$ cat src/rtl/eprom_prog_pkg.sv
package eprom_prog_pkg;
  typedef enum logic [2:0] {TM_SETUP, TM_PULSE, TM_HOLD, TM_READ, TM_FLOAT} tmrSel_e;

  typedef struct packed {
    logic    addrClr;
    logic    addrInc;
    logic    attClr;
    logic    attInc;
    logic    tgtLoad;
    logic    rdCap;
    logic    tmrLoad;
    tmrSel_e tmrSel;
  } ctrlStrobe_t;

  typedef struct packed {
    logic tmrZero;
    logic lastAddr;
    logic attMax;
    logic rdEq;
    logic rdBad;
  } dpStatus_t;
endpackage

$ cat src/rtl/eprom_prog_dp.sv
module eprom_prog_dp
  import eprom_prog_pkg::*;
#(
  parameter int ADDR_W     = 15,
  parameter int DATA_W     = 8,
  parameter int SETUP_CYC  = 250,
  parameter int PULSE_CYC  = 12500,
  parameter int HOLD_CYC   = 250,
  parameter int READ_CYC   = 19,
  parameter int FLOAT_CYC  = 17,
  parameter int MAX_PULSES = 25
) (
  input  logic              clk,
  input  logic              rstN,
  input  ctrlStrobe_t       stb,
  output dpStatus_t         sts,
  output logic [ADDR_W-1:0] addr,
  output logic [DATA_W-1:0] tgt,
  input  logic [DATA_W-1:0] srcData,
  input  logic [DATA_W-1:0] romDin
);
  localparam int MAX_A   = (SETUP_CYC > PULSE_CYC) ? SETUP_CYC : PULSE_CYC;
  localparam int MAX_B   = (HOLD_CYC > READ_CYC) ? HOLD_CYC : READ_CYC;
  localparam int MAX_C   = (MAX_B > FLOAT_CYC) ? MAX_B : FLOAT_CYC;
  localparam int TMR_MAX = (MAX_A > MAX_C) ? MAX_A : MAX_C;
  localparam int TMR_W   = $clog2(TMR_MAX + 1);
  localparam int ATT_W   = $clog2(MAX_PULSES + 1);

  logic [TMR_W-1:0]  tmr, tmrInit;
  logic [ATT_W-1:0]  attCnt;
  logic [DATA_W-1:0] rdReg;

  always_comb begin
    case (stb.tmrSel)
      TM_SETUP: tmrInit = TMR_W'(SETUP_CYC - 1);
      TM_PULSE: tmrInit = TMR_W'(PULSE_CYC - 1);
      TM_HOLD:  tmrInit = TMR_W'(HOLD_CYC - 1);
      TM_READ:  tmrInit = TMR_W'(READ_CYC - 1);
      default:  tmrInit = TMR_W'(FLOAT_CYC - 1);
    endcase
  end

  always_ff @(posedge clk or negedge rstN) begin
    if (!rstN) begin
      tmr    <= '0;
      attCnt <= '0;
      addr   <= '0;
      tgt    <= '0;
      rdReg  <= '0;
    end else begin
      if (stb.tmrLoad)    tmr <= tmrInit;
      else if (tmr != 0)  tmr <= tmr - 1'b1;
      if (stb.attClr)      attCnt <= '0;
      else if (stb.attInc) attCnt <= attCnt + 1'b1;
      if (stb.addrClr)      addr <= '0;
      else if (stb.addrInc) addr <= addr + 1'b1;
      if (stb.tgtLoad) tgt   <= srcData;
      if (stb.rdCap)   rdReg <= romDin;
    end
  end

  always_comb begin
    sts.tmrZero  = (tmr == 0);
    sts.lastAddr = (addr == {ADDR_W{1'b1}});
    sts.attMax   = (attCnt == ATT_W'(MAX_PULSES));
    sts.rdEq     = (rdReg == tgt);
    sts.rdBad    = |(~rdReg & tgt);
  end
endmodule

$ cat src/rtl/eprom_prog_ctrl.sv
module eprom_prog_ctrl
  import eprom_prog_pkg::*;
(
  input  logic        clk,
  input  logic        rstN,
  input  logic        start,
  input  logic        srcAck,
  input  dpStatus_t   sts,
  output ctrlStrobe_t stb,
  output logic        busy,
  output logic        done,
  output logic        pass,
  output logic        srcReq,
  output logic        romCeN,
  output logic        romOeN,
  output logic        romDoutEn,
  output logic        vppHigh
);
  typedef enum logic [4:0] {
    S_IDLE, S_FETCH, S_PRE_RD, S_PRE_REL, S_SETUP, S_PULSE, S_HOLD, S_GAP,
    S_VER_RD, S_VER_REL, S_NEXT, S_SETTLE, S_CMP_FETCH, S_CMP_RD, S_CMP_REL, S_DONE
  } state_e;

  state_e state, nxt;
  logic   finish, finishPass;

  always_comb begin
    nxt        = state;
    stb        = '0;
    stb.tmrSel = TM_SETUP;
    finish     = 1'b0;
    finishPass = 1'b0;
    case (state)
      S_IDLE, S_DONE: if (start) begin
        stb.addrClr = 1'b1; stb.attClr = 1'b1; nxt = S_FETCH;
      end
      S_FETCH: if (srcAck) begin
        stb.tgtLoad = 1'b1; stb.tmrLoad = 1'b1; stb.tmrSel = TM_READ; nxt = S_PRE_RD;
      end
      S_PRE_RD, S_VER_RD, S_CMP_RD: if (sts.tmrZero) begin
        stb.rdCap = 1'b1; stb.tmrLoad = 1'b1; stb.tmrSel = TM_FLOAT;
        nxt = (state == S_PRE_RD) ? S_PRE_REL : (state == S_VER_RD) ? S_VER_REL : S_CMP_REL;
      end
      S_PRE_REL: if (sts.tmrZero) begin
        if (sts.rdBad)     finish = 1'b1;
        else if (sts.rdEq) nxt = S_NEXT;
        else begin stb.tmrLoad = 1'b1; nxt = S_SETUP; end
      end
      S_SETUP: if (sts.tmrZero) begin
        stb.tmrLoad = 1'b1; stb.tmrSel = TM_PULSE; stb.attInc = 1'b1; nxt = S_PULSE;
      end
      S_PULSE: if (sts.tmrZero) begin
        stb.tmrLoad = 1'b1; stb.tmrSel = TM_HOLD; nxt = S_HOLD;
      end
      S_HOLD: if (sts.tmrZero) nxt = S_GAP;
      S_GAP: begin
        stb.tmrLoad = 1'b1; stb.tmrSel = TM_READ; nxt = S_VER_RD;
      end
      S_VER_REL: if (sts.tmrZero) begin
        if (sts.rdEq)        nxt = S_NEXT;
        else if (sts.attMax) finish = 1'b1;
        else begin stb.tmrLoad = 1'b1; nxt = S_SETUP; end
      end
      S_NEXT: begin
        if (sts.lastAddr) begin
          stb.addrClr = 1'b1; stb.tmrLoad = 1'b1; nxt = S_SETTLE;
        end else begin
          stb.addrInc = 1'b1; stb.attClr = 1'b1; nxt = S_FETCH;
        end
      end
      S_SETTLE: if (sts.tmrZero) nxt = S_CMP_FETCH;
      S_CMP_FETCH: if (srcAck) begin
        stb.tgtLoad = 1'b1; stb.tmrLoad = 1'b1; stb.tmrSel = TM_READ; nxt = S_CMP_RD;
      end
      S_CMP_REL: if (sts.tmrZero) begin
        if (!sts.rdEq)        finish = 1'b1;
        else if (sts.lastAddr) begin finish = 1'b1; finishPass = 1'b1; end
        else begin stb.addrInc = 1'b1; nxt = S_CMP_FETCH; end
      end
      default: nxt = S_IDLE;
    endcase
    if (finish) nxt = S_DONE;
  end

  always_ff @(posedge clk or negedge rstN) begin
    if (!rstN) begin
      state <= S_IDLE;
      done  <= 1'b0;
      pass  <= 1'b0;
    end else begin
      state <= nxt;
      if (finish) begin
        done <= 1'b1;
        pass <= finishPass;
      end else if (stb.addrClr && (state == S_IDLE || state == S_DONE)) begin
        done <= 1'b0;
        pass <= 1'b0;
      end
    end
  end

  always_comb begin
    busy      = (state != S_IDLE) && (state != S_DONE);
    srcReq    = (state == S_FETCH) || (state == S_CMP_FETCH);
    romOeN    = !((state == S_PRE_RD) || (state == S_VER_RD) || (state == S_CMP_RD));
    romCeN    = !((state == S_PULSE) || (state == S_CMP_RD));
    romDoutEn = (state == S_SETUP) || (state == S_PULSE) || (state == S_HOLD);
    vppHigh   = (state inside {S_FETCH, S_PRE_RD, S_PRE_REL, S_SETUP, S_PULSE,
                               S_HOLD, S_GAP, S_VER_RD, S_VER_REL, S_NEXT});
  end
endmodule

$ cat src/rtl/eprom_prog_seq.sv
module eprom_prog_seq
  import eprom_prog_pkg::*;
#(
  parameter int ADDR_W     = 15,
  parameter int DATA_W     = 8,
  parameter int SETUP_CYC  = 250,
  parameter int PULSE_CYC  = 12500,
  parameter int HOLD_CYC   = 250,
  parameter int READ_CYC   = 19,
  parameter int FLOAT_CYC  = 17,
  parameter int MAX_PULSES = 25
) (
  input  logic              clk,
  input  logic              rstN,
  input  logic              start,
  output logic              busy,
  output logic              done,
  output logic              pass,
  output logic              srcReq,
  output logic [ADDR_W-1:0] srcAddr,
  input  logic              srcAck,
  input  logic [DATA_W-1:0] srcData,
  output logic [ADDR_W-1:0] romAddr,
  output logic [DATA_W-1:0] romDout,
  output logic              romDoutEn,
  input  logic [DATA_W-1:0] romDin,
  output logic              romCeN,
  output logic              romOeN,
  output logic              vppHigh
);
  ctrlStrobe_t       stb;
  dpStatus_t         sts;
  logic [ADDR_W-1:0] addr;

  eprom_prog_ctrl u_ctrl (
    .clk(clk), .rstN(rstN), .start(start), .srcAck(srcAck), .sts(sts), .stb(stb),
    .busy(busy), .done(done), .pass(pass), .srcReq(srcReq), .romCeN(romCeN),
    .romOeN(romOeN), .romDoutEn(romDoutEn), .vppHigh(vppHigh)
  );

  eprom_prog_dp #(
    .ADDR_W(ADDR_W), .DATA_W(DATA_W), .SETUP_CYC(SETUP_CYC), .PULSE_CYC(PULSE_CYC),
    .HOLD_CYC(HOLD_CYC), .READ_CYC(READ_CYC), .FLOAT_CYC(FLOAT_CYC), .MAX_PULSES(MAX_PULSES)
  ) u_dp (
    .clk(clk), .rstN(rstN), .stb(stb), .sts(sts), .addr(addr), .tgt(romDout),
    .srcData(srcData), .romDin(romDin)
  );

  assign srcAddr = addr;
  assign romAddr = addr;
endmodule

$ cat config.mk
export PLATFORM = sky130hd
export DESIGN_NAME = eprom_prog_seq
export DESIGN_NICKNAME = d
export VERILOG_FILES = /design/src/rtl/eprom_prog_pkg.sv /design/src/rtl/eprom_prog_dp.sv /design/src/rtl/eprom_prog_ctrl.sv /design/src/rtl/eprom_prog_seq.sv
export SDC_FILE = /design/constraint.sdc
export NUM_CORES = 1
export LEC_CHECK = 0
export BUFFER_PORTS_ARGS = -buffer_cell sky130_fd_sc_hd__buf_2
export CAP_MARGIN = 25
export CORE_ASPECT_RATIO = 2
export CORE_MARGIN = 5
export CORE_UTILIZATION = 50
export DETAILED_ROUTE_END_ITERATION = 6
export GPL_TIMING_DRIVEN = 0
export MAX_ROUTING_LAYER = met4
export PLACE_DENSITY = 0.79
export SYNTH_ARGS = -nofsm -noshare
export SYNTH_HDL_FRONTEND = slang
export SYNTH_SLANG_ARGS = --single-unit
$ cat constraint.sdc
create_clock -name clk -period 3.9 [get_ports clk]
set_input_delay 0.585 -clock clk [delete_from_list [all_inputs] [get_ports clk]]
set_output_delay 0.585 -clock clk [all_outputs]
set_load 0.1 [all_outputs]
==> metrics <==
detailed-route wire length=9460 um; measured slew at the worst slew-check pin=942 ps; H-tree level count=2; count of maximum capacitance violations=0; type of element capturing the critical path=output pin; number of instances in the placed design=544; setup slack of the worst register-to-register path=1010 ps; Gate Count Post-Synth=388; Die Y-Extent=129 um; number of failing setup endpoints in the final timing report=0; depth of the worst register-to-register path=7; max-slew headroom at the worst pin=36.6%; Worst-path clk slew=70 ps; critical path startpoint=u_ctrl.state[0]; placed instance area=3990 um2; top flip-flop cell by instance count after synthesis=sky130_fd_sc_hd__dfrtp_1; P per Cell Area=257 nW/um2; Port-buffer cells=65; Clock Tree Buf Depth=2; initial standard-cell utilization of the core=51.2%; Tightest Hold Check Type=in2async; standard cell core area=6890 um2; maximum clock frequency=0.322 GHz; n_diodes=0; Layout Cell Area excl Fill=4140 um2; required time of the critical path=3310 ps; Yosys top cell by area=sky130_fd_sc_hd__dfrtp_1; CTS root buffer=sky130_fd_sc_hd__clkbuf_16; crit-path max FO=10; Total Die Area=8940 um2; CTS Buf Count=5; total I/O pin count=66; Post-Route Hold Slack=263 ps; endpoint of the worst register-to-register path=u_dp.rdReg[5]; run status=complete, no violations; placed wire-length estimate after detailed placement=7480 um; nets in the synthesized netlist=421; Synth warnings=0; Total Routing Usage GR=21.7%; largest voltage drop on the vdd net=0.254 mV; sequential area share after synthesis=39.7%; Congestion Overflow GR=0; routed length on met3=516 um; first-iteration detailed-routing DRC count=208; drt pass-1 iters=5; leakage power=2.06 nW; crit path launch type=flip-flop; worst setup path category=reg2out; reg2reg start=u_dp.tmr[3]; Post-Route Skew=3.78 ps; count of flip-flops with a built-in enable after synthesis=0; list of most frequent post-synthesis cells=sky130_fd_sc_hd__dfrtp_1 (56), sky130_fd_sc_hd__nor2_1 (44), sky130_fd_sc_hd__nand2_1 (29); part of the cycle the worst path needs=79.6%; pin count of the biggest net entering global routing=36; Synth Area per Inst=9.09 um2; worst setup slack after layout=796 ps; number of setup buffers added after CTS=0; final number of hold-violating endpoints=0; sink count of the clock tree=56; clock latency of the later-clocked register in the worst-skew pair=300 ps; most instantiated library cell after synthesis=sky130_fd_sc_hd__dfrtp_1; vias in the first global route=3295; hold buffers post-CTS=0; CTS tree=built; final core utilization=60.2%; Post-CTS Resized=0; Cell Count, Final, Fillers Out=553; library cells used by synthesis=66; layout cells sized above 1=23.8%; average vias per placed instance=6.01; antenna-violating nets left=0; Post-Place Setup Slack=879 ps; Pins Over Slew Limit=0; Setup TNS=0 ps; total number of vias=3321; FP Rows=43; arrival time at the worst endpoint=2520 ps; Total Power Consumption=1.07 mW; asr flop ratio synth=100%; RSZ-0062 raised after global routing=false; register bit total from synthesis=56; wire length of the first global-routing pass=15100 um; Die Width=69.4 um; DR DRC count=0; area share of the largest cell type after synthesis=39.7%; post-route minimum period=3100 ps; final net count=495; detailed-routed wire length on met2=5280 um; routed metal-1 wirelength=3060 um; placer congestion estimate=0.953; ranking of synthesized cells by area=sky130_fd_sc_hd__dfrtp_1 (40%), sky130_fd_sc_hd__xor2_1 (5.5%), sky130_fd_sc_hd__nor2_1 (4.7%), sky130_fd_sc_hd__ha_1 (4.6%), sky130_fd_sc_hd__o21ai_0 (3.5%); Max Used Layer=met4; initial antenna violation count=0; routed wirelength normalized by instance count=17.1 um; post-synthesis cell area=3530 um2; layout overhead on the synthesized area=17.5%
==> sequential cells by signal (all words and copies together) (netlist names) <==
name	count
u_dp.tmr	14
u_ctrl.done	1
u_dp.attCnt	5
u_dp.tgt	8
u_dp.addr	15
u_ctrl.state	4
u_ctrl.pass	1
u_dp.rdReg	8
==> final cells by class <==
cell class | instances | area, um2
flip-flops and latches | 56 | 1400
clock buffers | 5 | 125
clock inverters | 3 | 21.3
well taps | 90 | 113
inverters | 15 | 56.3
repair buffers | 67 | 358
multi-input cells | 286 | 1890
plain buffers | 31 | 180
fillers | 668 | 2740
==> placed cells by master, fill, tap and decap left out, types with 5 or more instances in the layout <==
cell type                   count
sky130_fd_sc_hd__clkbuf_1      11
sky130_fd_sc_hd__nand2b_1       6
sky130_fd_sc_hd__a21oi_1        8
sky130_fd_sc_hd__ha_1          13
sky130_fd_sc_hd__nand2_1       29
sky130_fd_sc_hd__nor2_1        44
sky130_fd_sc_hd__buf_4         16
sky130_fd_sc_hd__dfrtp_1       56
sky130_fd_sc_hd__clkbuf_16      5
sky130_fd_sc_hd__nor3_1         8
sky130_fd_sc_hd__inv_1         15
sky130_fd_sc_hd__buf_2         68
sky130_fd_sc_hd__o21ai_0       25
sky130_fd_sc_hd__and3_1         6
sky130_fd_sc_hd__nand4_1       18
sky130_fd_sc_hd__xnor2_1        6
sky130_fd_sc_hd__nand3_1       11
sky130_fd_sc_hd__nor4_1         5
sky130_fd_sc_hd__mux2_2         9
sky130_fd_sc_hd__xor2_1        22
==> logic make-up (layout without fill, tap and decap cells) <==
group | after synthesis | after routing | share of synthesized area [%]
flops | 56 | 56 | 39.7
simple gates | 161 | 161 | 24.3
xor+xnor | 28 | 28 | 6.95
fa+ha+maj | 13 | 13 | 4.61
buf+inv | 46 | 121 | 6.70
compound gates | 75 | 75 | 14.8
mux | 9 | 9 | 2.87
==> power breakdown <==
part / switching (mW) / internal [mW]
clock network: 0.222 / 0.240
logic: 0.0146 / 0.00888
registers: 0 / 0.580
total: 0.237 / 0.829
==> metal layers <==
layer / global-route usage (%) / vias to the layer above
met5: - / -
met4: 14.5 / 0
met3: 2.66 / 54
met2: 41.8 / 149
met1: 19.1 / 1589
li1: - / 1529
==> worst max path at each step <==
stage / endpoint / slack [ps] / cells past startpoint
after global placement: u_dp.tmr[8] / 990 / 7
after CTS: vppHigh / 850 / 7
after global routing: vppHigh / 690 / 7
after detailed placement: u_dp.tmr[9] / 880 / 7
final: vppHigh / 800 / 7
after floorplan: u_dp.rdReg[5] / 360 / 8
==> worst max-delay path, stage by stage, from the launching register on <==
cell and delay (ps):
sky130_fd_sc_hd__dfrtp_1 400, sky130_fd_sc_hd__clkbuf_1 320, sky130_fd_sc_hd__clkbuf_1 420, sky130_fd_sc_hd__inv_1 170
sky130_fd_sc_hd__nor2_1 400, sky130_fd_sc_hd__o21a_1 160, sky130_fd_sc_hd__nor2_1 30, sky130_fd_sc_hd__buf_2 300
Power figures use the tool's default switching activity.
